### src/rtl/periodic_cmp_timer.sv
module periodic_cmp_timer #(
  parameter int CW        = 10,
  parameter int SYS_DIV_W = 2,
  parameter int FH_A_W    = 4,
  parameter int FH_B_W    = 6
) (
  input  logic       clk,
  input  logic       rst_n,
  input  logic       reg_we,
  input  logic [2:0] reg_addr,
  input  logic [7:0] reg_wdata,
  output logic [7:0] reg_rdata,
  input  logic       fh_tick,
  input  logic       tbc_tick,
  input  logic       ext_clk_pin,
  output logic       tmr_pin
);
  localparam int HW = CW - 8;

  logic          hold_q, run_q, init_q, inv_q, clr_cmp_q, out_q;
  logic [2:0]    src_q;
  logic [1:0]    act_q;
  logic [CW-1:0] cnt_q, cmpa_q, prd_q, cnt_nxt, clr_tgt;
  logic [7:0]    cmpa_lo_q, prd_lo_q;
  logic [SYS_DIV_W-1:0] sys_div_q;
  logic [FH_B_W-1:0]    fh_div_q;
  logic [2:0]    ext_q;
  logic          step_src, step, cmp_hit, run_rise;

  wire wr_ctla = reg_we && reg_addr == 3'd0;
  wire wr_ctlb = reg_we && reg_addr == 3'd1;
  wire ext_rise = ext_q[1] & ~ext_q[2];
  wire ext_fall = ~ext_q[1] & ext_q[2];

  assign run_rise = wr_ctla && reg_wdata[3] && !run_q;

  always_comb begin
    case (src_q)
      3'b000:  step_src = &sys_div_q;
      3'b001:  step_src = 1'b1;
      3'b010:  step_src = fh_tick && (&fh_div_q[FH_A_W-1:0]);
      3'b011:  step_src = fh_tick && (&fh_div_q);
      3'b100,
      3'b101:  step_src = tbc_tick;
      3'b110:  step_src = ext_rise;
      default: step_src = ext_fall;
    endcase
  end

  assign step    = run_q && !hold_q && step_src;
  assign clr_tgt = clr_cmp_q ? cmpa_q : prd_q;
  assign cnt_nxt = (cnt_q == clr_tgt) ? '0 : cnt_q + 1'b1;
  assign cmp_hit = step && (cnt_nxt == cmpa_q);
  assign tmr_pin = out_q ^ inv_q;

  always_ff @(posedge clk or negedge rst_n) begin
    if (!rst_n) begin
      sys_div_q <= '0;
      fh_div_q  <= '0;
      ext_q     <= '0;
    end else begin
      sys_div_q <= sys_div_q + 1'b1;
      if (fh_tick) fh_div_q <= fh_div_q + 1'b1;
      ext_q <= {ext_q[1], ext_q[0], ext_clk_pin};
    end
  end

  always_ff @(posedge clk or negedge rst_n) begin
    if (!rst_n) begin
      hold_q <= 1'b0; src_q <= '0; run_q <= 1'b0;
      act_q <= '0; init_q <= 1'b0; inv_q <= 1'b0; clr_cmp_q <= 1'b0;
    end else if (wr_ctla) begin
      hold_q <= reg_wdata[7]; src_q <= reg_wdata[6:4]; run_q <= reg_wdata[3];
    end else if (wr_ctlb) begin
      act_q <= reg_wdata[5:4]; init_q <= reg_wdata[3];
      inv_q <= reg_wdata[2]; clr_cmp_q <= reg_wdata[0];
    end
  end

  always_ff @(posedge clk or negedge rst_n) begin
    if (!rst_n) begin
      cmpa_lo_q <= '0; prd_lo_q <= '0; cmpa_q <= '0; prd_q <= '0;
    end else if (reg_we) begin
      case (reg_addr)
        3'd4: cmpa_lo_q <= reg_wdata;
        3'd5: cmpa_q    <= {reg_wdata[HW-1:0], cmpa_lo_q};
        3'd6: prd_lo_q  <= reg_wdata;
        3'd7: prd_q     <= {reg_wdata[HW-1:0], prd_lo_q};
        default: ;
      endcase
    end
  end

  always_ff @(posedge clk or negedge rst_n) begin
    if (!rst_n) begin
      cnt_q <= '0;
      out_q <= 1'b0;
    end else if (run_rise) begin
      cnt_q <= '0;
      out_q <= init_q;
    end else if (step) begin
      cnt_q <= cnt_nxt;
      if (cmp_hit) begin
        case (act_q)
          2'b01:   out_q <= 1'b0;
          2'b10:   out_q <= 1'b1;
          2'b11:   out_q <= ~out_q;
          default: ;
        endcase
      end
    end
  end

  always_comb begin
    case (reg_addr)
      3'd0:    reg_rdata = {hold_q, src_q, run_q, 3'b000};
      3'd1:    reg_rdata = {2'b00, act_q, init_q, inv_q, 1'b0, clr_cmp_q};
      3'd2:    reg_rdata = cnt_q[7:0];
      3'd3:    reg_rdata = {{(8-HW){1'b0}}, cnt_q[CW-1:8]};
      3'd4:    reg_rdata = cmpa_q[7:0];
      3'd5:    reg_rdata = {{(8-HW){1'b0}}, cmpa_q[CW-1:8]};
      3'd6:    reg_rdata = prd_q[7:0];
      default: reg_rdata = {{(8-HW){1'b0}}, prd_q[CW-1:8]};
    endcase
  end

  AST_RUN_RISE_CLEARS: assert property (@(posedge clk) disable iff (!rst_n) $rose(run_q) |-> (cnt_q == '0 && out_q == init_q));
  AST_OFF_HOLDS: assert property (@(posedge clk) disable iff (!rst_n) (!run_q && !$past(run_q)) |-> $stable(cnt_q));
  AST_PAUSE_HOLDS: assert property (@(posedge clk) disable iff (!rst_n) $past(run_q && hold_q) |-> ($stable(cnt_q) && $stable(out_q)));
  AST_STEP_OR_CLEAR: assert property (@(posedge clk) disable iff (!rst_n) (!$stable(cnt_q) && $past(run_q)) |-> (cnt_q == CW'($past(cnt_q) + 1'b1) || cnt_q == '0));
  AST_CMPA_COMMIT: assert property (@(posedge clk) disable iff (!rst_n) !$stable(cmpa_q) |-> $past(reg_we && reg_addr == 3'd5));
  AST_PRD_COMMIT: assert property (@(posedge clk) disable iff (!rst_n) !$stable(prd_q) |-> $past(reg_we && reg_addr == 3'd7));
  AST_PIN_ON_EVENT: assert property (@(posedge clk) disable iff (!rst_n) !$stable(out_q) |-> ($past(wr_ctla) || cnt_q == $past(cmpa_q)));
endmodule

### config.mk
export PLATFORM = sky130hd
export DESIGN_NAME = periodic_cmp_timer
export DESIGN_NICKNAME = d
export VERILOG_FILES = /design/src/rtl/periodic_cmp_timer.sv
export SDC_FILE = /design/constraint.sdc
export NUM_CORES = 1
export LEC_CHECK = 0
export ABC_AREA = 1
export ABC_CLOCK_PERIOD_IN_PS = 2140
export CELL_PAD_IN_SITES_DETAIL_PLACEMENT = 1
export CELL_PAD_IN_SITES_GLOBAL_PLACEMENT = 1
export CORE_ASPECT_RATIO = 1.4
export CORE_MARGIN = 3
export CORE_UTILIZATION = 39
export DETAILED_ROUTE_END_ITERATION = 8
export PLACE_DENSITY = 0.75
export SLEW_MARGIN = 15
export SYNTH_ARGS = -nofsm -noshare
export SYNTH_HDL_FRONTEND = slang
export SYNTH_SLANG_ARGS = --single-unit
### constraint.sdc
create_clock -name clk -period 2.14 [get_ports clk]
set_input_delay 0.321 -clock clk [delete_from_list [all_inputs] [get_ports clk]]
set_output_delay 0.321 -clock clk [all_outputs]
set_load 0.02 [all_outputs]
==> results of run 1 <==
## state kept, by name, summed over array words and instances, names as in the netlist
name	count
act_q	2
clr_cmp_q	1
cmpa_lo_q	8
cmpa_q	10
cnt_q	10
ext_q	3
fh_div_q	6
hold_q	1
init_q	1
inv_q	1
out_q	1
prd_lo_q	8
prd_q	10
run_q	1
src_q	3
sys_div_q	2
## worst register-to-register path: cells and delay by family (launching register included)
family / cells / cell delay, ps
buf+inv: 3 / 420
simple gates: 14 / 1240
flops: 1 / 390
## cell usage in the layout (no fill, tap or decap), drive strengths merged, types with 3 or more instances in the layout
cell type	count
nor2	40
o21ai	37
a21oi	22
nand2	147
clkbuf	10
dfrtp	68
inv	63
clkinv	5
clkdlybuf4s50	13
nor3	7
buf	56
nand3	29
xor2	13
o211ai	3
o22ai	17
ha	5
a221o	3
## area by class of cell
cell class,instances,area [um^2]
fillers,1134,4330
multi-input cells,336,1750
flip-flops and latches,68,1700
repair buffers,73,634
inverters,63,249
clock buffers,10,239
well taps,107,134
clock inverters,6,40.0
## repair_timing
action                                  in CTS  in global routing
endpoints found under the setup margin       9                  8
hold buffers                                 0                  0
gates resized for setup                     67                 18
cloned                                       0                  1
buffers inserted                             0                  1
pin swaps                                    2                  2
## stage by stage
stage / cell area, um^2 / hold WS (ps) / setup WS (ps)
floorplan: 3640 / 25.4 / 299
global placement: 4340 / 350 / -472
detailed placement: 4340 / 347 / -524
CTS: 4690 / 16.3 / -37.5
global route: 4750 / 32.8 / -220
finish: 4750 / -7.97 / -44.4
## worst paths after layout
kind	slack [ps]	endpoint	cells past startpoint	start
worst max register to register	-40	out_q	17	clr_cmp_q
worst min-delay path	-8	prd_lo_q[4]	2	rst_n
max in group asynchronous	1840	cmpa_q[9]	2	rst_n
worst max-delay path	-40	out_q	17	clr_cmp_q
min in group clk	360	ext_q[1]	0	ext_q[0]
worst min register to register	360	ext_q[1]	0	ext_q[0]
## kinds of logic (layout without fill, tap and decap cells)
family	Yosys count	after routing	synth area share
AND/OR/NAND/NOR	228	228	0.253
AO/OA/AOI/OAI	87	87	0.137
buffers and inverters	76	152	0.0855
flip-flops	68	68	0.467
XOR/XNOR	14	14	0.0337
adder cells (fa/ha/maj)	5	5	0.0172
multiplexers	2	2	0.00618
## layer usage
metal / wire length (um) / vias up
met2: 6710 / 83
met4: 554 / 0
met3: 403 / 43
li1: - / 1689
met5: 0 / -
met1: 4630 / 1766
## power breakdown
group	total [mW]	switching, mW	internal (mW)
Combinational	2.08	1.22	0.857
Sequential	1.98	0.357	1.63
Clock	1.40	0.585	0.813
==> flow_summary_export.csv, run 1 <==
group,metric,value,unit
logic_synthesis,ys_warn_count,0,
clock_network,numCtsBuffers,9,
die,dieHeight,120,um
place,dp.cells,645,
run_status,violations,"hold timing, setup timing",
detailed_routing,drc,0,
sta,worst_pin_slew,382,ps
global_routing,grt_max_degree,69,
clock_network,cts_buffer_depth,2,
sta,timing.final.crit_share,1.02,
global_routing,use_met3,0.0368,
critical_path,critPathArrivalTime,2400,ps
power,power.density,1150,nW/um^2
detailed_routing,drt_iter0_markers,168,
critical_path,cp_common_cell,"nand2_1",
detailed_routing,routed_wl,12.3,mm
logic_synthesis,ys_ff_latch,68,
clock_network,path_clk_slew,60,ps
detailed_routing,via_per_inst,5.40,
sta,setup_viol,1,
global_routing,top_usage_layer,"met2",
cells_and_area,nNetsFinal,573,
logic_synthesis,synth_cell_types,28,
logic_synthesis,synth.most_common_cell,"nand2_1",
logic_synthesis,synth_largest_area_cell,"dfrtp_1",
global_routing,groute.usage.overall,0.248,
sta,fin_ws,-44.4,ps
logic_synthesis,synth_nets,502,
place,place.gp.congestion,0.871,
critical_path,crit_family,"simple AND/OR/NAND/NOR gates",
critical_path,endpoint_kind,"flip-flop",
critical_path,cpPeakStageDelay,390,ps
clock_network,insertion_delay,340,ps
run_status,status,"finished, violations left",
power,ir_drop,631,uV
sta,hold_violations,7,
logic_synthesis,synth_area_leaders,"dfrtp_1 47%, nand2_1 15%, inv_1 6.4%",
clock_network,cts_num_sinks,68,
die,rows,41,
detailed_routing,drtPass1Iterations,4,
die,start_util,0.401,
global_routing,grt-ovfl-total,0,
cells_and_area,final_cells,663,
sta,whs,-7.97,ps
cells_and_area,area_growth,30.3,%
sta,final.setup.tns,-44.4,ps
global_routing,grt_pass1_wl,19.8,mm
critical_path,required,2360,ps
detailed_routing,dr_total_vias,3581,
power,p_total,5.46,mW
critical_path,crit_fanout,17,
logic_synthesis,synth_seq_area_share,0.467,
clock_network,h-tree-depth,3,
global_routing,use_met2,0.437,
logic_synthesis,synth_flop_cell,"dfrtp_1",
cells_and_area,antennaDiodeCount,0,
logic_synthesis,synth.avg_cell_area,7.59,um^2
die,io_pins,26,
die,fp.coreArea,9080,um^2
cells_and_area,drive_gt1_frac,0.201,
sta,rsz0062_at_grt,"yes",
critical_path,cp_num_buf_inv,3,
job,drv_cap,0,
sta,slew_viol_final,0,
detailed_routing,wl_per_cell,18.5,um
place,io_buffers,25,
sta,fmax,0.458,GHz
critical_path,crit_slowest_cell,"dfrtp_1",
detailed_routing,ant_nets,0,
clock_network,cts_tree,"done",
critical_path,worst_setup_path_start_kind,"flip-flop",
logic_synthesis,synth_edf_count,0,
sta,period_needed,2180,ps
sta,maxSlewHeadroom,0.745,
hold_path,hold_path_class,"in -> async",
cells_and_area,fin_util,0.523,
logic_synthesis,synthCells,480,
sta,skew,6.18,ps
critical_path,criticalPathCategory,"reg -> reg",
place,post-dp-hpwl,9.04,mm
logic_synthesis,synth_top_area_share,0.467,
global_routing,grt_pass1_vias,3928,
global_routing,antenna_found_initial,0,
logic_synthesis,synth_area,3640,um^2
logic_synthesis,ys_async_sr_fraction,1.00,
die,die_area,10600,um^2
global_routing,met1_usage,0.280,
clock_network,cts-root-buf,"clkbuf_16",
die,die_x,87.7,um
power,p_leak,2.45,nW
critical_path,worstPathCellList,"buf_12 > inv_12 > nand2_2 > nand2_1 > nand2_1 > nand2_1 > nand2_1 > nor2_2 > nand3_2 > buf_6 > nand2_2 > nor2_2 > or2_1 > nor2_1 > nand2_1 > nand2_1 > nand3_2",
logic_synthesis,synth_commonest_cells,"145 x nand2_1, 68 x dfrtp_1, 62 x inv_1",
(Power assumes the default switching activity.)
==> run 2: changes to the inputs <==
GPL_TIMING_DRIVEN = 0   (was not set)
TNS_END_PERCENT = 1   (was not set)
==> run 2 against run 1 <==
Compared with the run above:
- largest power group is now registers
- clock skew increased by 0.89 ps
- the flow finishes with violations (setup timing)
- sequential power about the same
- worst hold slack better by 360 ps
- critical endpoint unchanged
==> flow_summary_export.csv, run 2 (synthesis gave the netlist of run 1 again) <==
group,metric,value,unit
global_routing,antenna_found_initial,0,
place,dp.cells,611,
cells_and_area,final_cells,628,
cells_and_area,fin_util,0.490,
sta,fin_ws,-54.8,ps
cells_and_area,final_cell_mix,"136 x nand2_1, 67 x dfrtp_1, 60 x inv_1",
die,start_util,0.401,
cells_and_area,antennaDiodeCount,0,
sta,hold_violations,0,
cells_and_area,final_cell_area,4450,um^2
critical_path,worstPathCellList,"buf_6 > buf_12 > o211ai_1 > nand2_1 > nor2_4 > nand3_2 > buf_6 > nand2_2 > nor2_2 > or2_1 > nor2_2 > nand2_1 > nand2_1 > nand3_1",
detailed_routing,wl_per_cell,18.5,um
detailed_routing,dr_total_vias,3374,
critical_path,critPathLaunch,"clr_cmp_q",
die,die_x,87.7,um
critical_path,r2r-start,"clr_cmp_q",
sta,rsz0062_at_grt,"yes",
sta,timing.final.crit_share,1.03,
clock_network,path_clk_slew,60,ps
cells_and_area,drive_gt1_frac,0.117,
detailed_routing,routed_wl,11.6,mm
detailed_routing,drc,0,
global_routing,met1_usage,0.280,
clock_network,cts_num_sinks,68,
sta,slew_viol_final,0,
job,drv_cap,0,
global_routing,grt_pass1_vias,3598,
global_routing,groute.usage.overall,0.240,
critical_path,critPathArrivalTime,2420,ps
clock_network,cts_tree,"done",
place,place_area,4030,um^2
sta,period_needed,2190,ps
hold_path,hold_path_class,"reg -> reg",
power,p_clk_frac,0.270,
hold_path,min_from,"ext_q[0]",
critical_path,required,2370,ps
clock_network,cts-root-buf,"clkbuf_16",
run_status,violations,"setup timing",
cells_and_area,nNetsFinal,539,
power,switching_share,0.395,
detailed_routing,ant_nets,0,
place,place.gp.congestion,0.878,
global_routing,top_usage_layer,"met2",
power,power.density,1190,nW/um^2
run_status,status,"finished, violations left",
power,seq_power_share,0.379,
sta,fmax,0.456,GHz
die,die_area,10600,um^2
detailed_routing,drtPass1Iterations,4,
sta,maxSlewHeadroom,0.591,
clock_network,numCtsBuffers,9,
place,io_buffers,23,
global_routing,grt_pass1_wl,19.0,mm
clock_network,insertion_delay,340,ps
global_routing,grt-ovfl-total,0,
die,fp.coreArea,9080,um^2
power,internal_power,3.19,mW
cells_and_area,reg_top3,"cmpa_q (10), cnt_q (10), prd_q (10)",
power,comb_power_share,0.351,
clock_network,h-tree-depth,3,
critical_path,cp_num_buf_inv,3,
die,io_pins,26,
power,ir_drop,704,uV
die,rows,41,
critical_path,endpoint_kind,"flip-flop",
critical_path,crit_slowest_cell,"dfrtp_1",
cells_and_area,area_growth,22.2,%
critical_path,crit_family,"simple AND/OR/NAND/NOR gates",
die,dieHeight,120,um
critical_path,crit_fanout,10,
critical_path,criticalPathCategory,"reg -> reg",
sta,skew,7.07,ps
global_routing,use_met3,0.0368,
cells_and_area,final_common_cell,"nand2_1",
detailed_routing,via_per_inst,5.37,
detailed_routing,drt_iter0_markers,145,
sta,worst_pin_slew,614,ps
critical_path,cpPeakStageDelay,370,ps
sta,whs,356,ps
critical_path,cp_common_cell,"nand2_1",
power,p_leak,2.25,nW
clock_network,cts_buffer_depth,2,
place,post-dp-hpwl,8.93,mm
global_routing,grt_max_degree,53,
sta,setup_viol,1,
global_routing,use_met2,0.425,
critical_path,worst_setup_path_start_kind,"flip-flop",
power,p_switching,2.08,mW
==> run 2: what timing repair did <==
item,in CTS,in global routing
pin swaps,1,3
hold buffers,1,0
gates resized for setup,47,23
endpoints found under the setup margin,19,19
endpoints found under the hold margin,16,0
setup buffers,0,1
==> run 2: final timing paths <==
path	to	slack [ps]	cells after the start
max	out_q	-50	14
min	ext_q[1]	360	0
max reg2reg	out_q	-50	14
min reg2reg	ext_q[1]	360	0
max in group asynchronous	cnt_q[0]	1170	3
min in group asynchronous	act_q[0]	410	2
==> run 2: layout make-up <==
cell class | instances | area (um^2)
plain buffers | 13 | 87.6
flip-flops and latches | 68 | 1700
clock buffers | 12 | 267
well taps | 107 | 134
inverters | 63 | 244
repair buffers | 26 | 258
clock inverters | 3 | 21.3
multi-input cells | 336 | 1740
fillers | 1121 | 4630
==> run 2: power by group through the flow <==
| stage | combinational (mW) | clock [mW] | sequential [mW] |
|---|---|---|---|
| floorplan | 1.23 | 0 | 1.87 |
| global placement | 1.66 | 0 | 1.98 |
| detailed placement | 1.74 | 0 | 2.00 |
| CTS | 1.79 | 1.45 | 1.99 |
| global route | 2.10 | 1.50 | 2.05 |
| finish | 1.85 | 1.42 | 2.00 |
==> run 2: per-stage QoR <==
stage,setup slack [ps],setup TNS [ps],total power [mW]
2_1_floorplan,299,0,3.11
3_3_place_gp,-1670,-121330,3.64
5_1_grt,-194,-258,5.65
4_1_cts,-67.1,-407,5.22
6_report,-54.8,-54.8,5.28
3_5_place_dp,-627,-9180,3.74
==> run 2: metal layers <==
metal | vias to the layer above | part of all wire
met5 | - | 0
met1 | 1667 | 0.41
li1 | 1633 | -
met2 | 52 | 0.53
met3 | 22 | 0.027
met4 | 0 | 0.033
